$ cat src/rtl/rxm_pkg.sv
package rxm_pkg;
  localparam int CODE_W = 4;
  localparam logic [CODE_W-1:0] CODE_INACTIVE = 4'b0000;
  localparam logic [CODE_W-1:0] CODE_EMPTY    = 4'b0100;
  localparam logic [CODE_W-1:0] CODE_FULL     = 4'b0010;
  localparam logic [CODE_W-1:0] CODE_OVERRUN  = 4'b0110;

  typedef enum logic [1:0] {
    RES_NONE  = 2'b00,
    RES_STORE = 2'b01,
    RES_OVR   = 2'b10
  } res_kind_e;
endpackage

$ cat src/rtl/rxm_mask_bank.sv
module rxm_mask_bank #(
  parameter int NUM_MB = 16,
  parameter int ID_W   = 29,
  parameter int DED_A  = 14,
  parameter int DED_B  = 15,
  localparam int IW    = $clog2(NUM_MB)
) (
  input  logic            clk,
  input  logic            rst,
  input  logic            freeze_i,
  input  logic            wr_en_i,
  input  logic            wr_shared_i,
  input  logic [IW-1:0]   wr_idx_i,
  input  logic [ID_W-1:0] wr_val_i,
  input  logic            indiv_mode_i,
  input  logic [IW-1:0]   rd_idx_i,
  output logic [ID_W-1:0] mask_o
);
  localparam logic [IW-1:0] SEL_GEN = IW'(0);
  localparam logic [IW-1:0] SEL_A   = IW'(1);
  localparam logic [IW-1:0] SEL_B   = IW'(2);
  localparam logic [IW-1:0] IDX_A   = IW'(DED_A);
  localparam logic [IW-1:0] IDX_B   = IW'(DED_B);

  logic            wr_ok;
  logic [ID_W-1:0] indiv_q [NUM_MB];
  logic [ID_W-1:0] gen_q, ded_a_q, ded_b_q;

  assign wr_ok = wr_en_i && freeze_i;

  // per-mailbox masks: plain RAM, no reset
  always_ff @(posedge clk) begin
    if (wr_ok && !wr_shared_i) begin
      indiv_q[wr_idx_i] <= wr_val_i;
    end
  end

  always_ff @(posedge clk) begin
    if (rst) begin
      gen_q   <= '1;
      ded_a_q <= '1;
      ded_b_q <= '1;
    end else if (wr_ok && wr_shared_i) begin
      if (wr_idx_i == SEL_GEN) gen_q   <= wr_val_i;
      if (wr_idx_i == SEL_A)   ded_a_q <= wr_val_i;
      if (wr_idx_i == SEL_B)   ded_b_q <= wr_val_i;
    end
  end

  always_comb begin
    if (indiv_mode_i)            mask_o = indiv_q[rd_idx_i];
    else if (rd_idx_i == IDX_A)  mask_o = ded_a_q;
    else if (rd_idx_i == IDX_B)  mask_o = ded_b_q;
    else                         mask_o = gen_q;
  end
endmodule

$ cat src/rtl/rxm_mb_table.sv
module rxm_mb_table
  import rxm_pkg::*;
#(
  parameter int NUM_MB = 16,
  parameter int ID_W   = 29,
  localparam int IW    = $clog2(NUM_MB)
) (
  input  logic              clk,
  input  logic              rst,
  input  logic              cfg_we_i,
  input  logic [IW-1:0]     cfg_idx_i,
  input  logic [ID_W-1:0]   cfg_id_i,
  input  logic [CODE_W-1:0] cfg_code_i,
  input  logic              upd_en_i,
  input  logic [IW-1:0]     upd_idx_i,
  input  logic [CODE_W-1:0] upd_code_i,
  input  logic              inact_en_i,
  input  logic [IW-1:0]     inact_idx_i,
  input  logic [IW-1:0]     rd_idx_i,
  output logic [ID_W-1:0]   rd_id_o,
  output logic [CODE_W-1:0] rd_code_o
);
  logic [ID_W-1:0]   id_q   [NUM_MB];
  logic [CODE_W-1:0] code_q [NUM_MB];

  always_ff @(posedge clk) begin
    if (cfg_we_i) id_q[cfg_idx_i] <= cfg_id_i;
  end

  // later assignments win: inactivation has the last word
  always_ff @(posedge clk) begin
    if (rst) begin
      for (int i = 0; i < NUM_MB; i++) code_q[i] <= CODE_INACTIVE;
    end else begin
      if (cfg_we_i)   code_q[cfg_idx_i]   <= cfg_code_i;
      if (upd_en_i)   code_q[upd_idx_i]   <= upd_code_i;
      if (inact_en_i) code_q[inact_idx_i] <= CODE_INACTIVE;
    end
  end

  assign rd_id_o   = id_q[rd_idx_i];
  assign rd_code_o = code_q[rd_idx_i];
endmodule

$ cat src/rtl/rxm_id_compare.sv
module rxm_id_compare
  import rxm_pkg::*;
#(
  parameter int ID_W = 29
) (
  input  logic [ID_W-1:0]   frm_id_i,
  input  logic [ID_W-1:0]   mb_id_i,
  input  logic [ID_W-1:0]   mask_i,
  input  logic [CODE_W-1:0] code_i,
  input  logic              blocked_i,
  output logic              hit_o,
  output logic              free_o
);
  logic [ID_W-1:0] diff;

  assign diff   = (frm_id_i ^ mb_id_i) & mask_i;
  assign hit_o  = (diff == '0) && (code_i != CODE_INACTIVE) && !blocked_i;
  assign free_o = (code_i == CODE_EMPTY);
endmodule

$ cat src/rtl/rxm_scan_ctrl.sv
module rxm_scan_ctrl
  import rxm_pkg::*;
#(
  parameter int NUM_MB = 16,
  parameter int ID_W   = 29,
  localparam int IW    = $clog2(NUM_MB)
) (
  input  logic              clk,
  input  logic              rst,
  input  logic              frm_valid_i,
  input  logic [ID_W-1:0]   frm_id_i,
  input  logic              inact_en_i,
  input  logic [IW-1:0]     inact_idx_i,
  input  logic              hit_i,
  input  logic              free_i,
  output logic [ID_W-1:0]   scan_id_o,
  output logic [IW-1:0]     ptr_o,
  output logic              busy_o,
  output logic              upd_en_o,
  output logic [IW-1:0]     upd_idx_o,
  output logic [CODE_W-1:0] upd_code_o,
  output logic              done_o,
  output logic [1:0]        kind_o,
  output logic [IW-1:0]     idx_o,
  output logic [CODE_W-1:0] code_o
);
  localparam logic [IW-1:0] LAST = IW'(NUM_MB - 1);

  logic              busy_q, have_free_q, have_match_q;
  logic [IW-1:0]     ptr_q, win_q;
  logic [ID_W-1:0]   id_q;
  logic              hit_win, f_n, m_n, last;
  logic [IW-1:0]     w_n;
  res_kind_e         fin_kind;
  logic [CODE_W-1:0] fin_code;

  always_comb begin
    hit_win = inact_en_i && have_match_q && (inact_idx_i == win_q);
    f_n = have_free_q  && !hit_win;
    m_n = have_match_q && !hit_win;
    w_n = win_q;
    if (!f_n && hit_i) begin
      w_n = ptr_q;
      m_n = 1'b1;
      f_n = free_i;
    end
    last = busy_q && (ptr_q == LAST);
    if (f_n)      begin fin_kind = RES_STORE; fin_code = CODE_FULL;     end
    else if (m_n) begin fin_kind = RES_OVR;   fin_code = CODE_OVERRUN;  end
    else          begin fin_kind = RES_NONE;  fin_code = CODE_INACTIVE; end
  end

  assign upd_en_o   = last && m_n;
  assign upd_idx_o  = w_n;
  assign upd_code_o = fin_code;
  assign scan_id_o  = id_q;
  assign ptr_o      = ptr_q;
  assign busy_o     = busy_q;

  always_ff @(posedge clk) begin
    if (rst) begin
      busy_q       <= 1'b0;
      have_free_q  <= 1'b0;
      have_match_q <= 1'b0;
      ptr_q        <= '0;
      win_q        <= '0;
      id_q         <= '0;
      done_o       <= 1'b0;
      kind_o       <= RES_NONE;
      idx_o        <= '0;
      code_o       <= CODE_INACTIVE;
    end else begin
      done_o <= 1'b0;
      if (!busy_q) begin
        if (frm_valid_i) begin
          busy_q       <= 1'b1;
          ptr_q        <= '0;
          id_q         <= frm_id_i;
          have_free_q  <= 1'b0;
          have_match_q <= 1'b0;
          win_q        <= '0;
        end
      end else begin
        have_free_q  <= f_n;
        have_match_q <= m_n;
        win_q        <= w_n;
        ptr_q        <= ptr_q + 1'b1;
        if (last) begin
          busy_q <= 1'b0;
          done_o <= 1'b1;
          kind_o <= fin_kind;
          idx_o  <= m_n ? w_n : '0;
          code_o <= fin_code;
        end
      end
    end
  end
endmodule

$ cat src/rtl/rxm_match_engine.sv
module rxm_match_engine
  import rxm_pkg::*;
#(
  parameter int NUM_MB = 16,
  parameter int ID_W   = 29,
  parameter int DED_A  = 14,
  parameter int DED_B  = 15,
  localparam int IW    = $clog2(NUM_MB)
) (
  input  logic              clk,
  input  logic              rst,
  input  logic              freeze_i,
  input  logic              indiv_mask_mode_i,
  input  logic              mb_wr_en_i,
  input  logic [IW-1:0]     mb_wr_idx_i,
  input  logic [ID_W-1:0]   mb_wr_id_i,
  input  logic [CODE_W-1:0] mb_wr_code_i,
  input  logic              msk_wr_en_i,
  input  logic              msk_wr_shared_i,
  input  logic [IW-1:0]     msk_wr_idx_i,
  input  logic [ID_W-1:0]   msk_wr_val_i,
  input  logic              frm_valid_i,
  input  logic [ID_W-1:0]   frm_id_i,
  input  logic              inact_en_i,
  input  logic [IW-1:0]     inact_idx_i,
  output logic              busy_o,
  output logic              done_o,
  output logic [1:0]        res_kind_o,
  output logic [IW-1:0]     res_idx_o,
  output logic [CODE_W-1:0] res_code_o
);
  logic [IW-1:0]     ptr;
  logic [ID_W-1:0]   scan_id, mb_id, mb_mask;
  logic [CODE_W-1:0] mb_code, upd_code;
  logic              hit, free, blocked, upd_en;
  logic [IW-1:0]     upd_idx;

  assign blocked = inact_en_i && (inact_idx_i == ptr);

  rxm_mask_bank #(.NUM_MB(NUM_MB), .ID_W(ID_W), .DED_A(DED_A), .DED_B(DED_B)) u_masks (
    .clk(clk), .rst(rst), .freeze_i(freeze_i),
    .wr_en_i(msk_wr_en_i), .wr_shared_i(msk_wr_shared_i),
    .wr_idx_i(msk_wr_idx_i), .wr_val_i(msk_wr_val_i),
    .indiv_mode_i(indiv_mask_mode_i), .rd_idx_i(ptr), .mask_o(mb_mask)
  );

  rxm_mb_table #(.NUM_MB(NUM_MB), .ID_W(ID_W)) u_tbl (
    .clk(clk), .rst(rst),
    .cfg_we_i(mb_wr_en_i), .cfg_idx_i(mb_wr_idx_i),
    .cfg_id_i(mb_wr_id_i), .cfg_code_i(mb_wr_code_i),
    .upd_en_i(upd_en), .upd_idx_i(upd_idx), .upd_code_i(upd_code),
    .inact_en_i(inact_en_i), .inact_idx_i(inact_idx_i),
    .rd_idx_i(ptr), .rd_id_o(mb_id), .rd_code_o(mb_code)
  );

  rxm_id_compare #(.ID_W(ID_W)) u_cmp (
    .frm_id_i(scan_id), .mb_id_i(mb_id), .mask_i(mb_mask),
    .code_i(mb_code), .blocked_i(blocked), .hit_o(hit), .free_o(free)
  );

  rxm_scan_ctrl #(.NUM_MB(NUM_MB), .ID_W(ID_W)) u_ctrl (
    .clk(clk), .rst(rst),
    .frm_valid_i(frm_valid_i), .frm_id_i(frm_id_i),
    .inact_en_i(inact_en_i), .inact_idx_i(inact_idx_i),
    .hit_i(hit), .free_i(free),
    .scan_id_o(scan_id), .ptr_o(ptr), .busy_o(busy_o),
    .upd_en_o(upd_en), .upd_idx_o(upd_idx), .upd_code_o(upd_code),
    .done_o(done_o), .kind_o(res_kind_o), .idx_o(res_idx_o), .code_o(res_code_o)
  );
endmodule

$ cat config.mk
export PLATFORM = sky130hd
export DESIGN_NAME = rxm_match_engine
export DESIGN_NICKNAME = d
export VERILOG_FILES = /design/src/rtl/rxm_pkg.sv /design/src/rtl/rxm_mask_bank.sv /design/src/rtl/rxm_mb_table.sv /design/src/rtl/rxm_id_compare.sv /design/src/rtl/rxm_scan_ctrl.sv /design/src/rtl/rxm_match_engine.sv
export SDC_FILE = /design/constraint.sdc
export NUM_CORES = 1
export LEC_CHECK = 0
export BUFFER_PORTS_ARGS = -buffer_cell sky130_fd_sc_hd__buf_2
export CORE_ASPECT_RATIO = 2
export CORE_MARGIN = 5
export CORE_UTILIZATION = 40
export CTS_CLUSTER_SIZE = 20
export DETAILED_ROUTE_END_ITERATION = 10
export HOLD_SLACK_MARGIN = 0.05
export MAX_ROUTING_LAYER = met4
export PLACE_DENSITY = 0.62
export SYNTH_ARGS = -nofsm -noshare
export SYNTH_HDL_FRONTEND = slang
export SYNTH_SLANG_ARGS = --single-unit
$ cat constraint.sdc
create_clock -name clk -period 4.5 [get_ports clk]
set_clock_uncertainty 0.05 [all_clocks]
set_input_delay 0.225 -clock clk [delete_from_list [all_inputs] [get_ports clk]]
set_output_delay 0.225 -clock clk [all_outputs]
set_load 0.02 [all_outputs]
==> results.json <==
{
  "yosys_warnings": 0,
  "power.leakage_nw": 17.5,
  "worst_slew_pin_slew_ns": 1.24,
  "switching_share": 0.215,
  "layout-drive-gt1-share": 0.240,
  "worstPathRequired_ns": 5.02,
  "period_minus_slack_ns": 4.34,
  "setup_ws_ns": 0.159,
  "pwr-share-clk": 0.405,
  "antenna_found_initial": 12,
  "synth_largest_area_cell": "edfxtp_1",
  "final-instance-count-excl-fill": 4679,
  "port_buffers": 121,
  "vdd_drop_max_v": 0.000259,
  "netlist_instances": 2765,
  "cap_violations": 0,
  "fill_cells": 9717,
  "hold_viol": 0,
  "clk_path_buf_depth": 3,
  "clk_latency_ns": 0.70,
  "drt-wirelength-per-cell_um": 29.2,
  "critPathKind": "register to register",
  "setup_viol": 0,
  "hp-class": "input port to register",
  "synth-main-ff-cell": "edfxtp_1",
  "cts_buffers": 91,
  "die_h_um": 490,
  "min-delay-start": "inact_idx_i[1]",
  "syn_area_mm2": 0.0460,
  "vias": 27112,
  "synth_cell_types": 78,
  "rsz0062_at_grt": "false",
  "grt_overflow": 0,
  "syn_avg_cell_area_um2": 16.7,
  "first_pass_iters": 7,
  "most-common-layout-cells": "928 x edfxtp_1, 219 x mux4_2, 200 x nand2_1, 199 x dfxtp_1, 180 x mux2i_1",
  "seq_area_mm2": 0.0319,
  "start_kind": "register",
  "path_max_fanout": 37,
  "powerDensity_mw_per_mm2": 398,
  "clk_pin_slew_ns": 0.07,
  "yosysSeqAreaShare": 0.693,
  "combPwrFrac": 0.055,
  "die_x_um": 250,
  "hold_end": "u_tbl.code_q[13][1]",
  "clock_sinks": 1131,
  "first_global_vias": 28010,
  "status": "complete, no violations",
  "first_iter_violations": 2417,
  "synth-seq-cells": 1131,
  "start_util": 0.401,
  "r2r-end": "u_tbl.code_q[2][0]",
  "fmax_mhz": 230,
  "grt_pass1_wl_um": 196000,
  "synth_area_leaders": "edfxtp_1 61%, mux4_2 11%, dfxtp_1 8.8%, mux2i_1 3.9%, a211o_1 1.7%",
  "hold_ws_ns": 0.113,
  "synth-edff-count": 928,
  "dp_hpwl_um": 91800,
  "routed_via_density": 5.79,
  "p_int_mw": 16.8,
  "regToRegSetupSlack_ns": 0.16,
  "die_area_mm2": 0.122,
  "worstPathArrival_ns": 4.86,
  "synthArstFlopShare": 0,
  "core_region_area_mm2": 0.115,
  "netlist.area_leader.share": 0.605,
  "final_common_cell": "edfxtp_1",
  "whs_path_depth": 4,
  "std_cell_rows": 176,
  "gp_congestion": 0.938,
  "slew_violations": 0,
  "area_growth_pct": 16.5,
  "drc": 0,
  "dp_slack_ns": -0.000627,
  "multi_input_area_mm2": 0.0133,
  "cts_tree": "yes",
  "fin_crit_sh": 0.965,
  "p_total_mw": 21.3,
  "final_nets": 3194,
  "seq_power_share": 0.539,
  "cts_max_level": 3,
  "grtUsageTotal": 0.226,
  "postRouteWirelength_um": 137000,
  "reg2reg_depth": 15,
  "io_pins": 124,
  "p_sw_mw": 4.59,
  "crit_path_end_kind": "register",
  "slew_headroom": 0.167,
  "dp.cells": 4398,
  "cts_root_buf": "clkbuf_16",
  "ant_nets": 0,
  "grt_max_degree": 117
}
-- synth_stat cells (32+ instances only) --
master	instances
a211o_1	90
mux2i_1	181
a21oi_1	72
buf_4	32
nor3_1	36
clkbuf_1	85
nor4_1	39
nand2_1	200
edfxtp_1	928
nor2_1	117
nand3_1	35
dfxtp_1	203
mux4_2	219
buf_2	32
nor2b_1	108
-- what timing repair did --
item,4_1_cts,5_1_grt
hold buffers,101,0
endpoints found under the setup margin,1,10
hold endpoints to repair,1094,0
buffers inserted,1,0
resized for setup,0,5
-- cell families (layout without fill, tap and decap cells) --
kind of cell / Yosys count / in the layout / synth area share
compound gates: 334 / 334 / 0.0530
xor+xnor: 36 / 36 / 0.00685
fa+ha+maj: 2 / 2 / 0.000543
buf+inv: 191 / 584 / 0.0220
flops: 1131 / 1131 / 0.693
mux: 433 / 433 / 0.155
other cells: 1 / 9 / 0.0000814
simple gates: 637 / 637 / 0.0693
-- sequential cells by signal, indices dropped and copies added, names as in the netlist, named ones only --
name / cells
u_ctrl.kind_o: 2
u_ctrl.have_match_q: 1
u_ctrl.scan_id_o: 29
u_ctrl.idx_o: 4
u_ctrl.have_free_q: 1
u_ctrl.done_o: 1
u_tbl.code_q: 64
u_masks.indiv_q: 464
u_masks.gen_q: 29
u_ctrl.code_o: 1
u_tbl.id_q: 464
u_ctrl.busy_o: 1
u_masks.ded_b_q: 29
u_ctrl.ptr_o: 4
u_ctrl.win_q: 4
u_masks.ded_a_q: 29
-- metal layers --
metal  track usage  part of all wire  wire length [um]  vias to the layer above
met5             -                 0                 0                        -
met4        0.0999             0.052              7040                        0
met3        0.0296             0.054              7400                      325
met2         0.412              0.54             74100                     1150
met1         0.247              0.35             48000                    14085
li1              -                 -                 -                    11552
-- per-stage QoR --
stage / utilization / setup TNS [ns] / area [um2]
after floorplan: - / 0 / 46000
after global placement: 0.430 / 0 / 49300
after detailed placement: 0.430 / -0.000627 / 49300
after CTS: 0.467 / 0 / 53600
after global routing: 0.468 / 0 / 53700
final: 0.468 / 0 / 53700
-- critical path, cell delays in order, from the launching register on --
cell       delay (ns)
dfxtp_4          0.45
buf_12           0.16
buf_12           0.24
buf_4            0.26
mux4_2           0.52
o32ai_1          0.16
nor3_1           0.11
a21oi_1          0.43
o21ai_0          0.13
nor4_1           0.24
and3_1           0.21
nand4b_1         0.23
buf_12           0.24
buf_12           0.15
and3_1           0.23
a2111oi_1        0.30
-- worst max path at each step --
stage / startpoint / endpoint / slack, ns
after floorplan: u_ctrl.ptr_o[0] / u_tbl.code_q[2][2] / 1.0
after global placement: register / u_tbl.code_q[2][3] / 0.12
after detailed placement: register / u_tbl.code_q[2][0] / -0.0006
after CTS: register / u_tbl.code_q[2][0] / 0.05
after global routing: register / u_tbl.code_q[2][0] / 0.01
final: register / u_tbl.code_q[2][0] / 0.16
-- power by group through the flow --
stage               Sequential, mW  Clock [mW]  Combinational (mW)
global route                  11.5        9.19                1.25
CTS                           11.5        8.77                1.18
floorplan                     11.7           0               0.586
finish                        11.5        8.66                1.18
detailed placement            11.7           0                1.10
global placement              11.7           0                1.08
-- final cells by class --
| cell class | instances | area share |
|---|---|---|
| antenna | 7 | 0.000326 |
| clock buffer | 105 | 0.0455 |
| clock inverter | 67 | 0.0149 |
| inverter | 21 | 0.00147 |
| multi-input combinational | 1444 | 0.249 |
| sequential | 1131 | 0.595 |
| tap | 1513 | 0.0353 |
| timing repair buffer | 391 | 0.0586 |
(Power assumes the default switching activity.)
